===== src/rtl/rtc_pkg.sv =====
package rtc_pkg;

    localparam int RTC_DATA_W   = 32;
    localparam int RTC_ADDR_W   = 5;
    localparam int RTC_DIV_W    = 16;
    localparam int RTC_TRIM_W   = 10;
    localparam int RTC_SPAN_W   = 10;
    localparam int RTC_DEF_DIV  = 32767;

    typedef enum logic [RTC_ADDR_W-1:0] {
        OFS_ALARM   = 5'h00,
        OFS_SECONDS = 5'h04,
        OFS_PRESC   = 5'h08,
        OFS_STATUS  = 5'h10
    } rtc_ofs_e;

    // Bit order is the software-visible layout: [3] tick_en, [2] alarm_en,
    // [1] tick_flag, [0] alarm_flag.
    typedef struct packed {
        logic tick_en;
        logic alarm_en;
        logic tick_flag;
        logic alarm_flag;
    } rtc_status_t;

    // Next status: enables load on write, flags clear on written ones,
    // and an incoming event beats a clear in the same cycle.
    function automatic rtc_status_t status_next(
        input rtc_status_t cur,
        input logic        wr,
        input logic [3:0]  wd,
        input logic        tick_ev,
        input logic        alarm_ev
    );
        rtc_status_t n;
        n = cur;
        if (wr) begin
            n.tick_en    = wd[3];
            n.alarm_en   = wd[2];
            n.tick_flag  = cur.tick_flag  & ~wd[1];
            n.alarm_flag = cur.alarm_flag & ~wd[0];
        end
        if (tick_ev)  n.tick_flag  = 1'b1;
        if (alarm_ev) n.alarm_flag = 1'b1;
        return n;
    endfunction

endpackage


===== src/rtl/rtc_prescaler.sv =====
module rtc_prescaler #(
    parameter int DIV_W   = 16,
    parameter int TRIM_W  = 10,
    parameter int SPAN_W  = 10,
    parameter int DEF_DIV = 32767
) (
    input  logic              clk,
    input  logic              rst,
    input  logic              tick_in,
    input  logic              restart,
    input  logic [DIV_W-1:0]  div_val,
    input  logic [TRIM_W-1:0] trim_val,
    output logic              sec_tick
);
    logic [DIV_W-1:0]  phase;
    logic [SPAN_W-1:0] span;
    logic [DIV_W-1:0]  eff_div;
    logic [DIV_W-1:0]  trim_ext;
    logic [DIV_W-1:0]  limit;
    logic              corr_sec;
    logic              at_end;

    assign eff_div  = (div_val == '0) ? DIV_W'(DEF_DIV) : div_val;
    assign trim_ext = DIV_W'(trim_val);
    assign corr_sec = &span;

    always_comb begin
        limit = eff_div;
        if (corr_sec && trim_ext != '0) begin
            if (trim_ext > eff_div) limit = '0;
            else                    limit = eff_div - trim_ext;
        end
    end

    assign at_end   = (phase >= limit);
    assign sec_tick = tick_in && at_end;

    always_ff @(posedge clk) begin
        if (rst || restart) begin
            phase <= '0;
            span  <= '0;
        end else if (tick_in) begin
            if (at_end) begin
                phase <= '0;
                span  <= span + 1'b1;
            end else begin
                phase <= phase + 1'b1;
            end
        end
    end
endmodule


===== src/rtl/rtc_time_core.sv =====
module rtc_time_core #(
    parameter int DATA_W = 32
) (
    input  logic              clk,
    input  logic              rst,
    input  logic              sec_tick,
    input  logic              cnt_wr,
    input  logic              alarm_wr,
    input  logic [DATA_W-1:0] wdata,
    output logic [DATA_W-1:0] seconds,
    output logic [DATA_W-1:0] alarm_val,
    output logic              alarm_hit
);
    logic [DATA_W-1:0] nxt;
    logic              upd;

    assign upd       = cnt_wr || sec_tick;
    assign nxt       = cnt_wr ? wdata : seconds + 1'b1;
    assign alarm_hit = upd && (nxt == alarm_val);

    always_ff @(posedge clk) begin
        if (rst) begin
            seconds   <= '0;
            alarm_val <= '0;
        end else begin
            if (upd)      seconds   <= nxt;
            if (alarm_wr) alarm_val <= wdata;
        end
    end
endmodule


===== src/rtl/rtc_event_ctrl.sv =====
module rtc_event_ctrl
    import rtc_pkg::*;
(
    input  logic        clk,
    input  logic        rst,
    input  logic        st_wr,
    input  logic [3:0]  st_wdata,
    input  logic        tick_ev,
    input  logic        alarm_ev,
    output rtc_status_t status,
    output logic        irq_tick,
    output logic        irq_alarm
);
    always_ff @(posedge clk) begin
        if (rst) status <= '0;
        else     status <= status_next(status, st_wr, st_wdata, tick_ev, alarm_ev);
    end

    assign irq_tick  = status.tick_en  & status.tick_flag;
    assign irq_alarm = status.alarm_en & status.alarm_flag;
endmodule


===== src/rtl/rtc_seconds_unit.sv =====
module rtc_seconds_unit
    import rtc_pkg::*;
#(
    parameter int DATA_W  = RTC_DATA_W,
    parameter int ADDR_W  = RTC_ADDR_W,
    parameter int DIV_W   = RTC_DIV_W,
    parameter int TRIM_W  = RTC_TRIM_W,
    parameter int SPAN_W  = RTC_SPAN_W,
    parameter int DEF_DIV = RTC_DEF_DIV
) (
    input  logic              clk,
    input  logic              rst,
    input  logic              tick_in,
    input  logic              reg_wr,
    input  logic [ADDR_W-1:0] reg_addr,
    input  logic [DATA_W-1:0] reg_wdata,
    output logic [DATA_W-1:0] reg_rdata,
    output logic              irq_tick,
    output logic              irq_alarm
);
    localparam int TRIM_LSB = DIV_W;
    localparam int PRESC_W  = DIV_W + TRIM_W;

    logic              alarm_wr, cnt_wr, presc_wr, st_wr;
    logic              sec_tick, alarm_hit;
    logic [DATA_W-1:0] seconds, alarm_val;
    logic [DIV_W-1:0]  div_q;
    logic [TRIM_W-1:0] trim_q;
    rtc_status_t       status_q;

    assign alarm_wr = reg_wr && (reg_addr == ADDR_W'(OFS_ALARM));
    assign cnt_wr   = reg_wr && (reg_addr == ADDR_W'(OFS_SECONDS));
    assign presc_wr = reg_wr && (reg_addr == ADDR_W'(OFS_PRESC));
    assign st_wr    = reg_wr && (reg_addr == ADDR_W'(OFS_STATUS));

    always_ff @(posedge clk) begin
        if (rst) begin
            div_q  <= '0;
            trim_q <= '0;
        end else if (presc_wr) begin
            div_q  <= reg_wdata[DIV_W-1:0];
            trim_q <= reg_wdata[TRIM_LSB +: TRIM_W];
        end
    end

    rtc_prescaler #(
        .DIV_W(DIV_W), .TRIM_W(TRIM_W), .SPAN_W(SPAN_W), .DEF_DIV(DEF_DIV)
    ) u_presc (
        .clk(clk), .rst(rst), .tick_in(tick_in), .restart(presc_wr),
        .div_val(div_q), .trim_val(trim_q), .sec_tick(sec_tick)
    );

    rtc_time_core #(.DATA_W(DATA_W)) u_core (
        .clk(clk), .rst(rst), .sec_tick(sec_tick), .cnt_wr(cnt_wr),
        .alarm_wr(alarm_wr), .wdata(reg_wdata), .seconds(seconds),
        .alarm_val(alarm_val), .alarm_hit(alarm_hit)
    );

    rtc_event_ctrl u_evt (
        .clk(clk), .rst(rst), .st_wr(st_wr), .st_wdata(reg_wdata[3:0]),
        .tick_ev(sec_tick), .alarm_ev(alarm_hit), .status(status_q),
        .irq_tick(irq_tick), .irq_alarm(irq_alarm)
    );

    always_comb begin
        reg_rdata = '0;
        case (reg_addr)
            ADDR_W'(OFS_ALARM):   reg_rdata = alarm_val;
            ADDR_W'(OFS_SECONDS): reg_rdata = seconds;
            ADDR_W'(OFS_PRESC):   reg_rdata = DATA_W'({trim_q, div_q});
            ADDR_W'(OFS_STATUS):  reg_rdata = DATA_W'(status_q);
            default:              reg_rdata = '0;
        endcase
    end

    logic unused_presc_w;
    assign unused_presc_w = (PRESC_W > DATA_W);
endmodule


===== config.mk =====
export PLATFORM = sky130hd
export DESIGN_NAME = rtc_seconds_unit
export DESIGN_NICKNAME = d
export VERILOG_FILES = /design/src/rtl/rtc_pkg.sv /design/src/rtl/rtc_prescaler.sv /design/src/rtl/rtc_time_core.sv /design/src/rtl/rtc_event_ctrl.sv /design/src/rtl/rtc_seconds_unit.sv
export SDC_FILE = /design/constraint.sdc
export NUM_CORES = 1
export LEC_CHECK = 0
export ABC_AREA = 1
export BUFFER_PORTS_ARGS = -buffer_cell sky130_fd_sc_hd__buf_2
export CAP_MARGIN = 0
export CELL_PAD_IN_SITES_DETAIL_PLACEMENT = 0
export CELL_PAD_IN_SITES_GLOBAL_PLACEMENT = 1
export CORE_MARGIN = 8
export CORE_UTILIZATION = 42
export DETAILED_ROUTE_END_ITERATION = 16
export GPL_ROUTABILITY_DRIVEN = 0
export GPL_TIMING_DRIVEN = 0
export PLACE_DENSITY = 0.8
export SLEW_MARGIN = 20
export SYNTH_ARGS = -nofsm -noshare
export SYNTH_HDL_FRONTEND = slang
export SYNTH_SLANG_ARGS = --single-unit
export TNS_END_PERCENT = 10

===== constraint.sdc =====
create_clock -name clk -period 5.41 [get_ports clk]
set_clock_uncertainty 0.05 [all_clocks]
set_input_delay 1.082 -clock clk [delete_from_list [all_inputs] [get_ports clk]]
set_output_delay 1.082 -clock clk [all_outputs]
set_load 0.1 [all_outputs]

After elaboration in Yosys (flattened, before gate mapping)
Cells that the tools add are included.
{"block": "totals", "register_bits": 120, "input_bits": 41, "out_inout_bits": 34, "wordCells": 51}
{"block": "classes", "addsub": 4, "magnitude_cmp": 2, "eq_ne": 4, "n_mux": 9, "n_bitwise": 6, "n_reduce_logical": 16}
{"cell": "$pmux W32 S4", "n": 1}
{"cell": "$mux W16", "n": 4}
{"cell": "$add A32 B1 Y32 const B", "n": 1}
{"cell": "$eq A32 B32 Y1", "n": 1}
{"cell": "$mux W32", "n": 1}
{"cell": "$add A16 B1 Y16 const B", "n": 1}
{"cell": "$ge A16 B16 Y1", "n": 1}
{"cell": "$gt A10 B16 Y1", "n": 1}
{"cell": "$logic_not A16 Y1", "n": 1}
{"cell": "$reduce_bool A16 Y1", "n": 1}
{"cell": "$sub A16 B10 Y16", "n": 1}
{"cell": "$add A10 B1 Y10 const B", "n": 1}
{"cell": "$reduce_and A10 Y1", "n": 1}
{"cell": "$logic_and A1 B1 Y1", "n": 7}
{"cell": "$eq A5 B3 Y1 const B", "n": 1}
{"cell": "$eq A5 B4 Y1 const B", "n": 1}
{"cell": "$eq A5 B5 Y1 const B", "n": 1}
{"cell": "$logic_not A5 Y1", "n": 1}
{"cell": "$and A1 B1 Y1", "n": 4}
{"cell": "$reduce_bool A2 Y1", "n": 2}
{"cell": "$logic_or A1 B1 Y1", "n": 2}
{"cell": "$mux W1", "n": 2}
{"cell": "$mux W2", "n": 1}
{"cell": "$not A1 Y1", "n": 2}
{"cell": "$reduce_and A2 Y1", "n": 1}

Depth between registers and ports, before layout
{"block": "depth", "word_depth": 10, "mapped_depth": 37, "depth_no_buf": 36}

Hierarchy
Synthesis repeated with hierarchy kept, for this count alone.
{"block": "hier_totals", "hier_cells": 1448, "area_unflattened_um2": 8858.5}
{"module": "rtc_time_core", "n_inst": 1, "cells_per_inst": 691, "area_per_inst_um2": 4250.3, "seq_area_each_um2": 1281.2}
{"module": "rtc_prescaler", "n_inst": 1, "cells_per_inst": 410, "area_per_inst_um2": 2638.8, "seq_area_each_um2": 520.5}
{"module": "rtc_seconds_unit", "n_inst": 1, "cells_per_inst": 324, "area_per_inst_um2": 1813.0, "seq_area_each_um2": 520.5}
{"module": "rtc_event_ctrl", "n_inst": 1, "cells_per_inst": 23, "area_per_inst_um2": 156.4, "seq_area_each_um2": 80.1}

Worst setup path after synthesis
No wires, ideal clock.
{"block": "synth_timing", "path_type": "input -> output", "from": "in reg_addr[1]", "to": "out reg_rdata[10]", "arrival_time_ps": 3309, "t_required_ps": 4278, "path_slack_ps": 969, "path_stages": 6, "path_buffers": 1, "cell_sequence": "nor2_4 nand3_1 nor2_1 inv_1 clkbuf_1 o221ai_1"}
{"block": "synth_between", "elab_chain_cells": 2, "word_cells_on_any_way": 5, "classes_between": "eq/ne (3); mux (1); reduce/logical (1)"}
{"item": "start, declared", "line_no": "rtc_seconds_unit.sv:15", "rtl": "input logic [ADDR_W-1:0] reg_addr,"}
{"item": "$eq A5 B5 Y1 (tied with other cells)", "line_no": "rtc_seconds_unit.sv:67", "rtl": "case (reg_addr)"}
{"item": "$pmux W32 S4 *", "line_no": "rtc_seconds_unit.sv:67"}
{"item": "end, declared", "line_no": "rtc_seconds_unit.sv:17", "rtl": "output logic [DATA_W-1:0] reg_rdata,"}
Mark *: on every way between the ends. The rest lies on a longest branch, timed or not.

Worst setup path in the final report
{"block": "layout_timing", "from": "reg div_q[12]", "to": "reg u_core.seconds[21]"}
{"block": "layout_between", "elab_chain_cells": 8, "word_cells_on_any_way": 9, "classes_between": "add/sub (1); order compare (2); mux (3); reduce/logical (3)"}
{"item": "start, declared", "line_no": "rtc_seconds_unit.sv:27", "rtl": "logic [DIV_W-1:0] div_q;"}
{"item": "start signal, assigned", "line_no": "rtc_seconds_unit.sv:41", "rtl": "div_q <= reg_wdata[DIV_W-1:0];"}
{"item": "$logic_not A16 Y1", "line_no": "rtc_prescaler.sv:23", "rtl": "assign eff_div = (div_val == '0) ? DIV_W'(DEF_DIV) : div_val;"}
{"item": "$mux W16 *", "line_no": "rtc_prescaler.sv:23"}
{"item": "$sub A16 B10 Y16 or $gt A10 B16 Y1 (tied branches)", "line_no": "rtc_prescaler.sv:31, rtc_prescaler.sv:30"}
{"item": "$mux W16", "line_no": "rtc_prescaler.sv:30", "rtl": "if (trim_ext > eff_div) limit = '0;"}
{"item": "$mux W16 *", "line_no": "rtc_prescaler.sv:29", "rtl": "if (corr_sec && trim_ext != '0) begin"}
{"item": "$ge A16 B16 Y1 *", "line_no": "rtc_prescaler.sv:35", "rtl": "assign at_end = (phase >= limit);"}
{"item": "$logic_and A1 B1 Y1 *", "line_no": "rtc_prescaler.sv:36", "rtl": "assign sec_tick = tick_in && at_end;"}
{"item": "$logic_or A1 B1 Y1 *", "line_no": "rtc_time_core.sv:17", "rtl": "assign upd = cnt_wr || sec_tick;"}
{"item": "end signal, assigned", "line_no": "rtc_time_core.sv:26", "rtl": "if (upd) seconds <= nxt;"}
{"item": "end, declared", "line_no": "rtc_time_core.sv:10", "rtl": "output logic [DATA_W-1:0] seconds,"}
Marked as above.
A chain may end at the register's enable or synchronous reset.

==> impl_metrics.toml <==
[worst_setup_path]
cp_max_fo = 10
crit_slowest_cell = "dfxtp_1"
cp-end-kind = "flip-flop"
cp_common_cell = "nand2_1"
critical-path-max-stage-delay_ns = 0.38
crit_type = "reg -> reg"
critPathLaunch = "div_q[12]"
cp_data_arrival_time_ns = 5.18
worstReg2RegStart = "div_q[12]"
reg2regPathDepth = 36
worstSetupStartpointType = "flip-flop"
cp.required_ns = 5.72

[power_and_ir_drop]
leakage_nw = 4.346
peakVddDrop_uv = 211.0
power_density_nw_per_um2 = 234.1
power_mw = 2.288

[placement]
dp_hpwl_um = 24730
dpl_cell_area_um2 = 9124
dp_slack_ns = -0.02323
portBuffers = 71

[yosys]
synth_mux_area_frac = 0
synth_edf_count = 0
synth_seq_cells = 120
synth_area_per_cell_um2 = 6.131
synth_area_um2 = 8431
synth_seq_area_share = 0.2850
syn-num-nets = 1446
synth_xor_xnor_area_share = 0.01662
synth_top_family_by_area = "simple AND/OR/NAND/NOR gates"
async_reset_ff_frac = 0
synthFlopType = "dfxtp_1"
synthSimpleGateAreaFrac = 0.3697
synth_compound_area_frac = 0.1710
yosys_warnings = 0
synth-adder-area-share = 0.04541
postSynthCellCount = 1375
post_synth_num_cell_types = 49

[cells_and_area]
fin_area_um2 = 9771
fin_util = 0.4892
syn_to_final_growth_pct = 15.89
drive_gt1_frac = 0.1211
n_antenna_cell = 0
final_common_cell = "nand2_1"
nets = 1536
final_cell_mix = "nand2_1 (403), inv_1 (187), dfxtp_1 (120)"
fill_cells = 2185

[flow_run]
drv_cap = 0

[route]
wirelength_um = 31290
vias_per_cell = 5.272
drtAntennaViolNets = 0
firstDrtPassIters = 6
route.detailed.wl_per_inst_um = 17.90
drc_errors = 0
drtIter0Drc = 769
dr_total_vias = 9216

[global_routing]
grtUsageTotal = 0.2546
grt_max_degree = 17
grt_pass1_vias = 8710
grt_antenna_before_repair = 0
gr-total-overflow = 0
grt_pass1_wl_um = 47870

[run_status]
outcome = "complete, no violations"

[timing]
maxSlewViolCount = 0
post-route-min-period_ns = 4.868
post-route-worst-setup-slack_ns = 0.5421
setup_viol = 0
fmax_mhz = 205.4
fin_crit_sh = 0.8998
tightest_slew_ns = 0.7917
slew_headroom = 0.4722
hold_viol = 0
tns_ns = 0

[floorplanning]
core.rowCount = 52
fp.dieH_um = 157.7
boundaryPins = 75
coreArea_um2 = 19970
start_util = 0.4221
fp.dieW_um = 157.7
dieArea_um2 = 24860

[clock_tree]
cts.clk_slew.worst_paths_ns = 0.06
clk_latency_ns = 0.43
clockBufferDepth = 2
cts_sinks = 120
cts-root-buf = "clkbuf_16"
numCtsBuffers = 17
cts_htree_levels = 4
postCtsHoldBufs = 0
cts_tree = "done"

[hold_path]
hold_path.class = "reg -> reg"
hold_depth = 2
min-delay-start = "u_presc.span[9]"
==> critical path: cells and delay by family (launching register included) <==
family / cells / cell delay [ns]
compound gates: 6 / 0.90
simple gates: 20 / 1.97
buf+inv: 7 / 0.78
fa+ha+maj: 3 / 0.69
flops: 1 / 0.38
==> kinds of logic after synthesis <==
logic type      after synthesis
simple gates                707
compound gates              260
buf+inv                     242
flops                       120
fa+ha+maj                    30
xor+xnor                     16
==> synthesized netlist by cell type, types with 9 or more instances <==
cell type	n	area share
nand4_1	26	0.019
nor3_1	18	0.011
buf_2	9	0.0053
o21ai_0	92	0.055
inv_1	188	0.084
ha_1	29	0.043
nand2_1	404	0.18
o221ai_1	21	0.022
clkbuf_1	29	0.013
xor2_1	12	0.012
a21oi_1	116	0.069
dfxtp_1	120	0.28
nand2_2	9	0.0067
nor2_1	112	0.050
nor2_2	14	0.010
nand3_1	92	0.055
==> power breakdown <==
part / switching (mW) / internal [mW] / leakage, nW / total [mW]
Clock: 0.458 / 0.643 / 0.260 / 1.10
Combinational: 0.189 / 0.0929 / 3.12 / 0.282
Sequential: 0.0101 / 0.894 / 0.968 / 0.904
Total: 0.658 / 1.63 / 4.35 / 2.29
==> routing by layer <==
layer | vias up | track usage | part of all wire
met5 | - | 0 | 0
met4 | 0 | 0.1065 | 0.035
met3 | 63 | 0.05542 | 0.063
met2 | 310 | 0.4206 | 0.47
met1 | 4177 | 0.3145 | 0.43
li1 | 4666 | - | -
==> worst paths after layout <==
check,to,slack [ns]
min reg2reg,u_presc.span[9],0.44
min,u_presc.span[9],0.44
max,u_core.seconds[21],0.54
max reg2reg,u_core.seconds[21],0.54
==> stage by stage <==
stage / instances / hold WS (ns)
6_report: 1748 / 0.4387
5_1_grt: 1748 / 0.4533
4_1_cts: 1748 / 0.4377
3_5_place_dp: 1716 / 0.4212
3_3_place_gp: 1716 / 0.4216
2_1_floorplan: 1375 / 0.4074
==> final cells by class <==
type	instances	area (um^2)	share of cell area
timing repair buffer	71	355.3	0.03637
tap	270	337.8	0.03458
buffer	48	244.0	0.02497
inverter	194	730.7	0.07479
sequential	120	2402	0.2459
clock buffer	18	439.2	0.04495
clock inverter	14	128.9	0.01319
multi-input combinational	1013	5132	0.5253
==> flip-flops by register name, indices dropped and copies added, names as in the netlist <==
| signal | cells |
|---|---|
| div_q | 16 |
| u_presc.phase | 16 |
| u_core.seconds | 32 |
| trim_q | 10 |
| u_presc.span | 10 |
| u_core.alarm_val | 32 |
| u_evt.status | 4 |
==> timing repair <==
| action | in CTS | in global routing |
|---|---|---|
| endpoints found under the setup margin | 7 | 58 |
| buffers inserted | 0 | 0 |
| gates cloned | 0 | 0 |
| gates resized for setup | 2 | 26 |
Power figures use the tool's default switching activity.
